$ cat src/rtl/cnt_ctl_pkg.sv
package cnt_ctl_pkg;
  typedef enum logic [2:0] {
    SEL_CTRL, SEL_STAT, SEL_CNT_LO, SEL_CNT_HI, SEL_STEP0, SEL_STEP1, SEL_NONE
  } reg_sel_e;

  typedef struct packed {
    logic resp_en;
    logic irq_en;
    logic scale_en;
    logic halt_dbg;
    logic cnt_en;
  } ctrl_t;

  // control word bit positions
  localparam int unsigned CB_CNT_EN   = 0;
  localparam int unsigned CB_HALT_DBG = 1;
  localparam int unsigned CB_SCALE_EN = 2;
  localparam int unsigned CB_IRQ_EN   = 3;
  localparam int unsigned CB_RESP_EN  = 4;
  localparam int unsigned CB_PEND     = 5;
  // status word bit positions
  localparam int unsigned SB_HALTED   = 0;
  localparam int unsigned SB_SCL_IMPL = 1;
  localparam int unsigned SB_SW_IMPL  = 2;
  localparam int unsigned SB_CLK_SEL  = 4;
  localparam int unsigned NUM_REGS    = 6;
endpackage

$ cat src/rtl/cnt_ctl_dec.sv
module cnt_ctl_dec
  import cnt_ctl_pkg::*;
#(
  parameter int unsigned ADDR_W = 12
) (
  input  logic [ADDR_W-1:0] paddr_i,
  output reg_sel_e          sel_o,
  output logic              hit_o
);
  localparam int unsigned IDX_W = ADDR_W - 2;

  logic [IDX_W-1:0] idx;
  logic             aligned;

  assign idx     = paddr_i[ADDR_W-1:2];
  assign aligned = (paddr_i[1:0] == 2'b00);

  always_comb begin
    sel_o = SEL_NONE;
    if (aligned) begin
      case (idx)
        IDX_W'(0): sel_o = SEL_CTRL;
        IDX_W'(1): sel_o = SEL_STAT;
        IDX_W'(2): sel_o = SEL_CNT_LO;
        IDX_W'(3): sel_o = SEL_CNT_HI;
        IDX_W'(4): sel_o = SEL_STEP0;
        IDX_W'(5): sel_o = SEL_STEP1;
        default:   sel_o = SEL_NONE;
      endcase
    end
  end

  assign hit_o = (sel_o != SEL_NONE);
endmodule

$ cat src/rtl/cnt_ctl_regs.sv
module cnt_ctl_regs
  import cnt_ctl_pkg::*;
#(
  parameter int unsigned DATA_W    = 32,
  parameter int unsigned NSTEP     = 2,
  parameter logic [NSTEP-1:0][DATA_W-1:0] STEP_RST = '0
) (
  input  logic                         clk_i,
  input  logic                         rst_ni,
  input  logic                         wr_i,
  input  reg_sel_e                     sel_i,
  input  logic [DATA_W-1:0]            wdata_i,
  output ctrl_t                        ctrl_o,
  output logic [NSTEP-1:0][DATA_W-1:0] step_o,
  output logic                         pend_clr_o,
  output logic                         cnt_wr_lo_o,
  output logic                         cnt_wr_hi_o
);
  ctrl_t ctrl_q;
  logic  ctrl_we;

  assign ctrl_we = wr_i && (sel_i == SEL_CTRL);

  always_ff @(posedge clk_i or negedge rst_ni) begin
    if (!rst_ni) begin
      ctrl_q <= '0;
    end else if (ctrl_we) begin
      ctrl_q.cnt_en   <= wdata_i[CB_CNT_EN];
      ctrl_q.halt_dbg <= wdata_i[CB_HALT_DBG];
      ctrl_q.scale_en <= wdata_i[CB_SCALE_EN];
      ctrl_q.irq_en   <= wdata_i[CB_IRQ_EN];
      ctrl_q.resp_en  <= wdata_i[CB_RESP_EN];
    end
  end

  for (genvar g = 0; g < NSTEP; g++) begin : g_step
    reg_sel_e step_sel;
    assign step_sel = (g == 0) ? SEL_STEP0 : SEL_STEP1;
    always_ff @(posedge clk_i or negedge rst_ni) begin
      if (!rst_ni)                        step_o[g] <= STEP_RST[g];
      else if (wr_i && sel_i == step_sel) step_o[g] <= wdata_i;
    end
  end

  assign ctrl_o      = ctrl_q;
  assign pend_clr_o  = ctrl_we && wdata_i[CB_PEND];
  assign cnt_wr_lo_o = wr_i && (sel_i == SEL_CNT_LO);
  assign cnt_wr_hi_o = wr_i && (sel_i == SEL_CNT_HI);

  // control holds unless a valid control write happens
  a_r2_ctrl_hold: assert property (@(posedge clk_i) disable iff (!rst_ni)
    !ctrl_we |=> $stable(ctrl_q));
  // step registers change only through a write
  a_r5_step_hold: assert property (@(posedge clk_i) disable iff (!rst_ni)
    !wr_i |=> $stable(step_o));
endmodule

$ cat src/rtl/cnt_ctl_err.sv
module cnt_ctl_err (
  input  logic clk_i,
  input  logic rst_ni,
  input  logic sec_err_i,
  input  logic dec_err_i,
  input  logic clr_i,
  input  logic resp_en_i,
  input  logic irq_en_i,
  output logic pend_o,
  output logic irq_o,
  output logic slverr_o
);
  logic pend_q;
  logic err;

  assign err = sec_err_i || dec_err_i;

  // set has priority over clear
  always_ff @(posedge clk_i or negedge rst_ni) begin
    if (!rst_ni)    pend_q <= 1'b0;
    else if (err)   pend_q <= 1'b1;
    else if (clr_i) pend_q <= 1'b0;
  end

  assign pend_o   = pend_q;
  assign irq_o    = pend_q && irq_en_i;
  assign slverr_o = sec_err_i && resp_en_i;

  a_r9_pend_set: assert property (@(posedge clk_i) disable iff (!rst_ni)
    err |=> pend_q);
  a_r9_pend_clr: assert property (@(posedge clk_i) disable iff (!rst_ni)
    (clr_i && !err) |=> !pend_q);
  a_r9_pend_hold: assert property (@(posedge clk_i) disable iff (!rst_ni)
    (!clr_i && !err) |=> $stable(pend_q));
endmodule

$ cat src/rtl/cnt_ctl_apb.sv
module cnt_ctl_apb
  import cnt_ctl_pkg::*;
#(
  parameter int unsigned ADDR_W      = 12,
  parameter bit          FRAME_NS    = 1'b0,
  parameter bit          SCALE_IMPL  = 1'b1,
  parameter bit          SWITCH_IMPL = 1'b0,
  parameter logic [31:0] STEP0_RST   = 32'h0100_0000,
  parameter logic [31:0] STEP1_RST   = 32'h0100_0000
) (
  input  logic              clk_i,
  input  logic              rst_ni,
  input  logic              psel_i,
  input  logic              penable_i,
  input  logic              pwrite_i,
  input  logic [ADDR_W-1:0] paddr_i,
  input  logic [31:0]       pwdata_i,
  input  logic [2:0]        pprot_i,
  output logic [31:0]       prdata_o,
  output logic              pready_o,
  output logic              pslverr_o,
  input  logic [63:0]       cnt_val_i,
  input  logic              halted_i,
  input  logic [1:0]        clk_sel_i,
  output logic              cnt_en_o,
  output logic              halt_dbg_o,
  output logic              scale_en_o,
  output logic [31:0]       step0_o,
  output logic [31:0]       step1_o,
  output logic              cnt_wr_lo_o,
  output logic              cnt_wr_hi_o,
  output logic [31:0]       cnt_wdata_o,
  output logic              irq_o
);
  localparam int unsigned DATA_W = 32;
  localparam int unsigned NSTEP  = 2;
  localparam int unsigned CNT_W  = 2 * DATA_W;

  reg_sel_e                     sel;
  logic                         hit, access, mismatch, sec_err, dec_err;
  logic                         wr_ok, rd_ok, pend, pend_clr;
  ctrl_t                        ctrl;
  logic [NSTEP-1:0][DATA_W-1:0] step;
  logic [DATA_W-1:0]            rd;

  assign access   = psel_i && penable_i;
  assign mismatch = (pprot_i[1] != FRAME_NS);
  assign sec_err  = access && mismatch;
  assign dec_err  = access && !mismatch && !hit;
  assign wr_ok    = access && pwrite_i && !mismatch && hit;
  assign rd_ok    = access && !pwrite_i && !mismatch && hit;

  cnt_ctl_dec #(.ADDR_W(ADDR_W)) u_dec (
    .paddr_i (paddr_i),
    .sel_o   (sel),
    .hit_o   (hit)
  );

  cnt_ctl_regs #(
    .DATA_W   (DATA_W),
    .NSTEP    (NSTEP),
    .STEP_RST ({STEP1_RST, STEP0_RST})
  ) u_regs (
    .clk_i       (clk_i),
    .rst_ni      (rst_ni),
    .wr_i        (wr_ok),
    .sel_i       (sel),
    .wdata_i     (pwdata_i),
    .ctrl_o      (ctrl),
    .step_o      (step),
    .pend_clr_o  (pend_clr),
    .cnt_wr_lo_o (cnt_wr_lo_o),
    .cnt_wr_hi_o (cnt_wr_hi_o)
  );

  cnt_ctl_err u_err (
    .clk_i     (clk_i),
    .rst_ni    (rst_ni),
    .sec_err_i (sec_err),
    .dec_err_i (dec_err),
    .clr_i     (pend_clr),
    .resp_en_i (ctrl.resp_en),
    .irq_en_i  (ctrl.irq_en),
    .pend_o    (pend),
    .irq_o     (irq_o),
    .slverr_o  (pslverr_o)
  );

  always_comb begin
    rd = '0;
    case (sel)
      SEL_CTRL: begin
        rd[CB_CNT_EN]   = ctrl.cnt_en;
        rd[CB_HALT_DBG] = ctrl.halt_dbg;
        rd[CB_SCALE_EN] = ctrl.scale_en;
        rd[CB_IRQ_EN]   = ctrl.irq_en;
        rd[CB_RESP_EN]  = ctrl.resp_en;
        rd[CB_PEND]     = pend;
      end
      SEL_STAT: begin
        rd[SB_HALTED]       = halted_i;
        rd[SB_SCL_IMPL]     = SCALE_IMPL;
        rd[SB_SW_IMPL]      = SWITCH_IMPL;
        rd[SB_CLK_SEL +: 2] = clk_sel_i;
      end
      SEL_CNT_LO: rd = cnt_val_i[DATA_W-1:0];
      SEL_CNT_HI: rd = cnt_val_i[CNT_W-1:DATA_W];
      SEL_STEP0:  rd = step[0];
      SEL_STEP1:  rd = step[1];
      default:    rd = '0;
    endcase
  end

  assign prdata_o    = rd_ok ? rd : '0;
  assign pready_o    = 1'b1;
  assign cnt_en_o    = ctrl.cnt_en;
  assign halt_dbg_o  = ctrl.halt_dbg;
  assign scale_en_o  = ctrl.scale_en;
  assign step0_o     = step[0];
  assign step1_o     = step[1];
  assign cnt_wdata_o = pwdata_i;

  a_r8_slverr_src: assert property (@(posedge clk_i) disable iff (!rst_ni)
    pslverr_o |-> (psel_i && penable_i && pprot_i[1] != FRAME_NS));
  a_r7_dec_no_slverr: assert property (@(posedge clk_i) disable iff (!rst_ni)
    (access && !hit && !mismatch) |-> !pslverr_o);
  a_r6_rd_zero: assert property (@(posedge clk_i) disable iff (!rst_ni)
    (access && !pwrite_i && (mismatch || !hit)) |-> (prdata_o == '0));
  a_r6_no_write: assert property (@(posedge clk_i) disable iff (!rst_ni)
    (access && mismatch) |=> ($stable(step0_o) && $stable(step1_o) && $stable(cnt_en_o)));
  a_r4_lo_strobe: assert property (@(posedge clk_i) disable iff (!rst_ni)
    cnt_wr_lo_o |-> (access && pwrite_i && paddr_i == ADDR_W'(8)));
  a_r10_setup_quiet: assert property (@(posedge clk_i) disable iff (!rst_ni)
    !penable_i |=> ($stable(step0_o) && $stable(cnt_en_o)));
endmodule

$ cat config.mk
export PLATFORM = sky130hd
export DESIGN_NAME = cnt_ctl_apb
export DESIGN_NICKNAME = d
export VERILOG_FILES = /design/src/rtl/cnt_ctl_pkg.sv /design/src/rtl/cnt_ctl_dec.sv /design/src/rtl/cnt_ctl_regs.sv /design/src/rtl/cnt_ctl_err.sv /design/src/rtl/cnt_ctl_apb.sv
export SDC_FILE = /design/constraint.sdc
export NUM_CORES = 1
export LEC_CHECK = 0
export ABC_CLOCK_PERIOD_IN_PS = 2770
export CORE_MARGIN = 4
export CORE_UTILIZATION = 39
export CTS_CLUSTER_DIAMETER = 120
export DETAILED_ROUTE_END_ITERATION = 6
export DONT_BUFFER_PORTS = 1
export GPL_ROUTABILITY_DRIVEN = 0
export SLEW_MARGIN = 20
export SYNTH_ARGS = -nofsm -noshare
export SYNTH_HDL_FRONTEND = slang
export SYNTH_HIERARCHICAL = 1
export SYNTH_SLANG_ARGS = --single-unit
$ cat constraint.sdc
create_clock -name clk_i -period 2.77 [get_ports clk_i]
set_input_delay 0.277 -clock clk_i [delete_from_list [all_inputs] [get_ports clk_i]]
set_output_delay 0.277 -clock clk_i [all_outputs]
set_load 0.02 [all_outputs]
==> impl_metrics.json, run 1 <==
{
  "vias_per_cell": 5.72,
  "rows": 38,
  "path_clk_slew_ps": 60,
  "intPower_uw": 1840,
  "root_buffer": "clkbuf_16",
  "initial_core_util_pct": 40.6,
  "clock_sinks": 70,
  "grt_pass1_vias": 3445,
  "min_period_ps": 2730,
  "insertedDiodeCount": 0,
  "grt_antenna_before_repair": 0,
  "synthCells": 374,
  "core_region_area_um2": 11100,
  "hp-class": "in -> reg",
  "yosysWarnings": 6,
  "clk_path_buf_depth": 2,
  "ir_worst_vdd_mv": 0.329,
  "synthFlopType": "dfrtp_1",
  "synth_cell_type_count": 46,
  "grt_remaining_overflow": 0,
  "fin_util_pct": 48.4,
  "dieArea_um2": 13300,
  "syn_nets": 494,
  "ys_seq_elements": 70,
  "area_growth_syn_to_layout_pct": 19.2,
  "io_buffers": 0,
  "cts_max_level": 3,
  "worstSetupStartpointType": "input port",
  "fmax_mhz": 366,
  "dpl_cell_area_um2": 4790,
  "drc_errors": 0,
  "p_switching_uw": 467,
  "path_class": "in -> out",
  "instances_no_fill": 543,
  "end_kind": "output port",
  "hold_slack_ps": 85.6,
  "drtAntennaViolNets": 0,
  "vias": 3105,
  "synth_top_area_cell": "dfrtp_1",
  "async_reset_ff_share_pct": 100,
  "p_per_area_nw_per_um2": 430,
  "netlist.area_leader.share_pct": 37.8,
  "cts_tree": "built",
  "sequentialPowerShare_pct": 44.4,
  "layout.nets": 518,
  "drive_gt1_share_pct": 46.9,
  "drv_slew": 0,
  "wl_um": 12800,
  "yosysMostFrequentCell": "dfrtp_1",
  "grt_pass1_wl_um": 19000,
  "status": "completed",
  "cp_data_required_time_ps": 2490,
  "p_comb_share_pct": 2.5,
  "synth.top_cells.by_count": "dfrtp_1 (68), mux2i_1 (59), mux2_2 (39)",
  "r2r_cells": 1,
  "fp.dieH_um": 115,
  "drt_iter0_drc": 117,
  "track_usage_pct": 18.8,
  "cp_max_fo": 6,
  "io_pins": 255,
  "seq_area_frac_synth_pct": 39.0,
  "dp.final_hpwl_um": 9190,
  "dp_cells": 518,
  "cts_buffers": 9,
  "pwr-share-clk_pct": 53.1,
  "avgSynthCellArea_um2": 12.0,
  "swShare_pct": 20.2,
  "arrival_ps": 2450,
  "whs_path_depth": 1,
  "synth_area_um2": 4500,
  "die-width_um": 115,
  "grt_max_degree": 71,
  "yosys-top-cells-area": "dfrtp_1 (38%), mux2i_1 (13%), mux2_4 (10%), mux2_2 (9.8%), buf_4 (6.2%)",
  "leakagePower_uw": 0.00225,
  "avgRoutedWirePerCell_um": 23.6,
  "first_pass_iters": 4,
  "drv_cap": 0,
  "synth_edf_count": 0,
  "fin_area_um2": 5370,
  "fin_worst_skew_ps": 0,
  "setup_viol": 0,
  "period_share_pct": 98.5,
  "clk_latency_ps": 330,
  "hold_violations": 0
}
## cell type report
class | instances | area, um2
fill | 1022 | 5710
multi-input combinational | 244 | 2410
sequential | 70 | 1750
timing repair buffer | 70 | 694
clock buffer | 13 | 280
tap | 140 | 175
clock inverter | 3 | 40.0
inverter | 3 | 11.3
## power by group through the flow
stage | combinational [uW] | clock, uW | sequential (uW)
6_report | 58.7 | 1220 | 1020
5_1_grt | 66.4 | 1320 | 1020
4_1_cts | 60.0 | 1250 | 1020
3_5_place_dp | 31.8 | 0 | 1040
3_3_place_gp | 30.9 | 0 | 1040
2_1_floorplan | 93.5 | 0 | 1040
## routing by layer
layer | GRT usage (%) | vias up | share of wire, %
met5 | 0 | - | 0
met4 | 7.36 | 0 | 1.9
met3 | 6.42 | 19 | 9.4
met2 | 32.7 | 161 | 51
met1 | 21.1 | 1549 | 38
li1 | - | 1376 | -
## kinds of logic after synthesis
logic type	Yosys count	share of synthesized area, %
AO/OA/AOI/OAI	43	7.75
adder cells (fa/ha/maj)	1	0.278
buffers and inverters	60	10.3
flip-flops	70	39.0
multiplexers	131	34.2
other	1	0.0833
AND/OR/NAND/NOR	68	8.42
## state kept, by name, summed over array words and instances, names as in the netlist
signal and count:
u_err/pend_o 1, u_regs/ctrl_o 5, u_regs/step_o 64
## stage by stage
stage / TNS [ps] / total power (uW) / setup slack [ps]
3_3_place_gp: -1880 / 1070 / -92.7
4_1_cts: 0 / 2330 / 3.58
2_1_floorplan: -186 / 1140 / -16.6
5_1_grt: -31.8 / 2400 / -18.6
6_report: 0 / 2310 / 40.5
3_5_place_dp: -3210 / 1070 / -109
## critical path, stage by stage
cell      delay (ps)
or4_4            560
buf_6            150
or4_4            600
buf_6            160
inv_2             50
mux2_4           290
o2bb2a_4         200
nor2_4           160
## worst paths after layout
path,from,end,slack [ps]
setup / recovery,paddr_i[6],prdata_o[4],40
hold / removal,pwdata_i[1],u_regs/step_o[1]$_DFFE_PN0P_,90
setup reg to reg,u_regs/step_o[2]$_DFFE_PN0P_,u_regs/step_o[2]$_DFFE_PN0P_,1850
hold reg to reg,u_err/pend_o$_DFFE_PN0P_,u_err/pend_o$_DFFE_PN0P_,540
max in group asynchronous,rst_ni,u_regs/step_o[24]$_DFFE_PN1P_,1960
min in group asynchronous,rst_ni,u_regs/step_o[36]$_DFFE_PN0P_,470
## placed cells by master, fill, tap and decap left out, drive strengths merged, types with 2 or more instances in the layout
cell type	count
a21oi	7
clkinv	2
buf	68
o21ai	3
nand2	6
mux2	70
nand2b	3
clkbuf	14
nor2	38
nand3	4
dfstp	2
mux4	2
and2	3
o22a	26
nor3	2
or4	4
inv	3
mux2i	59
dfrtp	68
## what timing repair did
| action | in CTS | in global routing |
|---|---|---|
| resized for setup | 12 | 16 |
| endpoints found under the hold margin | 70 | 0 |
| pin swaps | 3 | 6 |
| endpoints found under the setup margin | 28 | 29 |
| hold buffers | 2 | 0 |
| setup buffers | 4 | 2 |
| gates cloned | 1 | 1 |
Note: power is estimated with default switching activity, not from simulation.
==> run 2: changes to the inputs <==
--- a/config.mk
+++ b/config.mk
@@ -12,6 +12,7 @@
 export DETAILED_ROUTE_END_ITERATION = 6
 export DONT_BUFFER_PORTS = 1
 export GPL_ROUTABILITY_DRIVEN = 0
+export PLACE_DENSITY = 0.55
 export SLEW_MARGIN = 20
 export SYNTH_ARGS = -nofsm -noshare
 export SYNTH_HDL_FRONTEND = slang
==> impl_metrics.json, run 2 (synthesis results as in run 1) <==
{
  "status": "finished with violations",
  "violations": "setup timing",
  "clk_latency_ps": 330,
  "grt_max_degree": 71,
  "area_growth_syn_to_layout_pct": 22.8,
  "drive_gt1_share_pct": 48.0,
  "crit_cells": 10,
  "core_region_area_um2": 11100,
  "fmax_mhz": 357,
  "arrival_ps": 2520,
  "worstSetupStartpointType": "input port",
  "wl_um": 12600,
  "first_pass_iters": 4,
  "vias": 3114,
  "instances_no_fill": 550,
  "drt_iter0_drc": 67,
  "root_buffer": "clkbuf_16",
  "leakagePower_uw": 0.00230,
  "slowest_stage": "or4_4",
  "layout.nets": 525,
  "dpl_cell_area_um2": 4780,
  "path_class": "in -> out",
  "final_common_cell": "dfrtp_1",
  "clock_sinks": 70,
  "grt_antenna_before_repair": 0,
  "end_kind": "output port",
  "min_period_ps": 2800,
  "layout_common_cells": "dfrtp_1 (68), mux2i_1 (55), buf_4 (53), mux2_2 (39), nor2_1 (34)",
  "slowest_delay_ps": 530,
  "setup_slack_ps": -29.8,
  "io_buffers": 0,
  "largest_reg_flops": 64,
  "cts_buffers": 9,
  "dp.final_hpwl_um": 8800,
  "ir_worst_vdd_mv": 0.205,
  "grt_pass1_vias": 3190,
  "drv_slew": 0,
  "dieArea_um2": 13300,
  "dp_slack_ps": -169,
  "drv_cap": 0,
  "period_share_pct": 101,
  "whs_path_depth": 1,
  "cp_data_required_time_ps": 2490,
  "hp-class": "in -> reg",
  "hold_violations": 0,
  "grt_pass1_wl_um": 17600,
  "io_pins": 255,
  "fin_area_um2": 5530,
  "initial_core_util_pct": 40.6,
  "cts_tree": "built",
  "drc_errors": 0,
  "cp_max_fo": 4,
  "track_usage_pct": 17.4,
  "cp_cell_sequence": "or4_4, buf_6, buf_6, nor4_4, buf_12, buf_12, mux4_2, a21oi_2, nor2_1, buf_4",
  "fin_util_pct": 49.9,
  "num-fill-cells": 973,
  "vias_per_cell": 5.66,
  "grt_remaining_overflow": 0,
  "rows": 38,
  "largest-register": "u_regs/step_o",
  "fp.dieH_um": 115,
  "drtAntennaViolNets": 0,
  "fin_worst_skew_ps": 0,
  "avgRoutedWirePerCell_um": 22.9,
  "cp_num_buf_inv": 5,
  "rsz0062_at_grt": "yes",
  "r2r_cells": 1,
  "dp_cells": 515,
  "cts_max_level": 3,
  "setup_viol": 4,
  "die-width_um": 115,
  "path_clk_slew_ps": 60,
  "insertedDiodeCount": 0,
  "p_per_area_nw_per_um2": 422,
  "clk_path_buf_depth": 2,
  "cp_top_family": "simple AND/OR/NAND/NOR gates"
}
[run 2: cell types whose count changed in the layout (fill, tap and decap cells not counted), moves of 2 or more]
cell        change
buf_8           +4
a21oi_1         -3
a21oi_2         +3
clkbuf_16       +3
clkbuf_8        -3
mux2i_1         -3
buf_12          +2
buf_6           -2
clkinvlp_4      +2
mux2i_4         +2
[run 2: stage by stage]
stage / hold slack (ps) / TNS, ps / power (uW)
after floorplan: -18.6 / -186 / 1140
after global placement: -16.5 / -1920 / 1070
after detailed placement: -16.8 / -4650 / 1070
after CTS: 69.2 / -9.55 / 2370
after global routing: 64.6 / -1970 / 2430
final: 88.0 / -59.0 / 2340
[run 2: final timing paths]
path                       slack (ps)                           from                             to
max                               -30                     paddr_i[6]                    prdata_o[5]
min                                90                    pwdata_i[6]   u_regs/step_o[6]$_DFFE_PN0P_
max reg2reg                      1860  u_regs/step_o[23]$_DFFE_PN0P_  u_regs/step_o[23]$_DFFE_PN0P_
min reg2reg                       550   u_regs/ctrl_o[4]$_DFFE_PN0P_   u_regs/ctrl_o[4]$_DFFE_PN0P_
max in group asynchronous        1920                         rst_ni  u_regs/step_o[24]$_DFFE_PN1P_
min in group asynchronous         530                         rst_ni  u_regs/step_o[43]$_DFFE_PN0P_
[run 2: layer usage]
layer	track usage [%]	share of wire [%]	up-vias
li1	-	-	1383
met1	20.9	40	1553
met2	28.8	48	163
met3	5.85	10	15
met4	6.49	1.6	0
met5	0	0	-
[run 2: area by class of cell]
class                           count  area (um2)  area share [%]
Inverter                            3        11.3           0.204
Clock inverter                      6        85.1            1.54
Clock buffer                       10         239            4.32
Tap cell                          140         175            3.17
Multi-Input combinational cell    244        2420            43.7
Sequential cell                    70        1750            31.7
Timing Repair Buffer               77         847            15.3
[run 2: what timing repair did]
| action | CTS | global route |
|---|---|---|
| hold endpoints to repair | 70 | 0 |
| resized for setup | 3 | 28 |
| buffers inserted | 4 | 9 |
| hold buffers | 2 | 0 |
| cloned | 0 | 6 |
| endpoints found under the setup margin | 31 | 31 |
| pin swaps | 0 | 21 |
[run 2: power breakdown]
group          leakage (uW)  internal [uW]  total, uW  switching [uW]
logic               0.00118           25.9       61.0            35.0
clock network      0.000154            809       1250             443
registers          0.000966           1020       1020         0.00619
total               0.00230           1860       2340             479
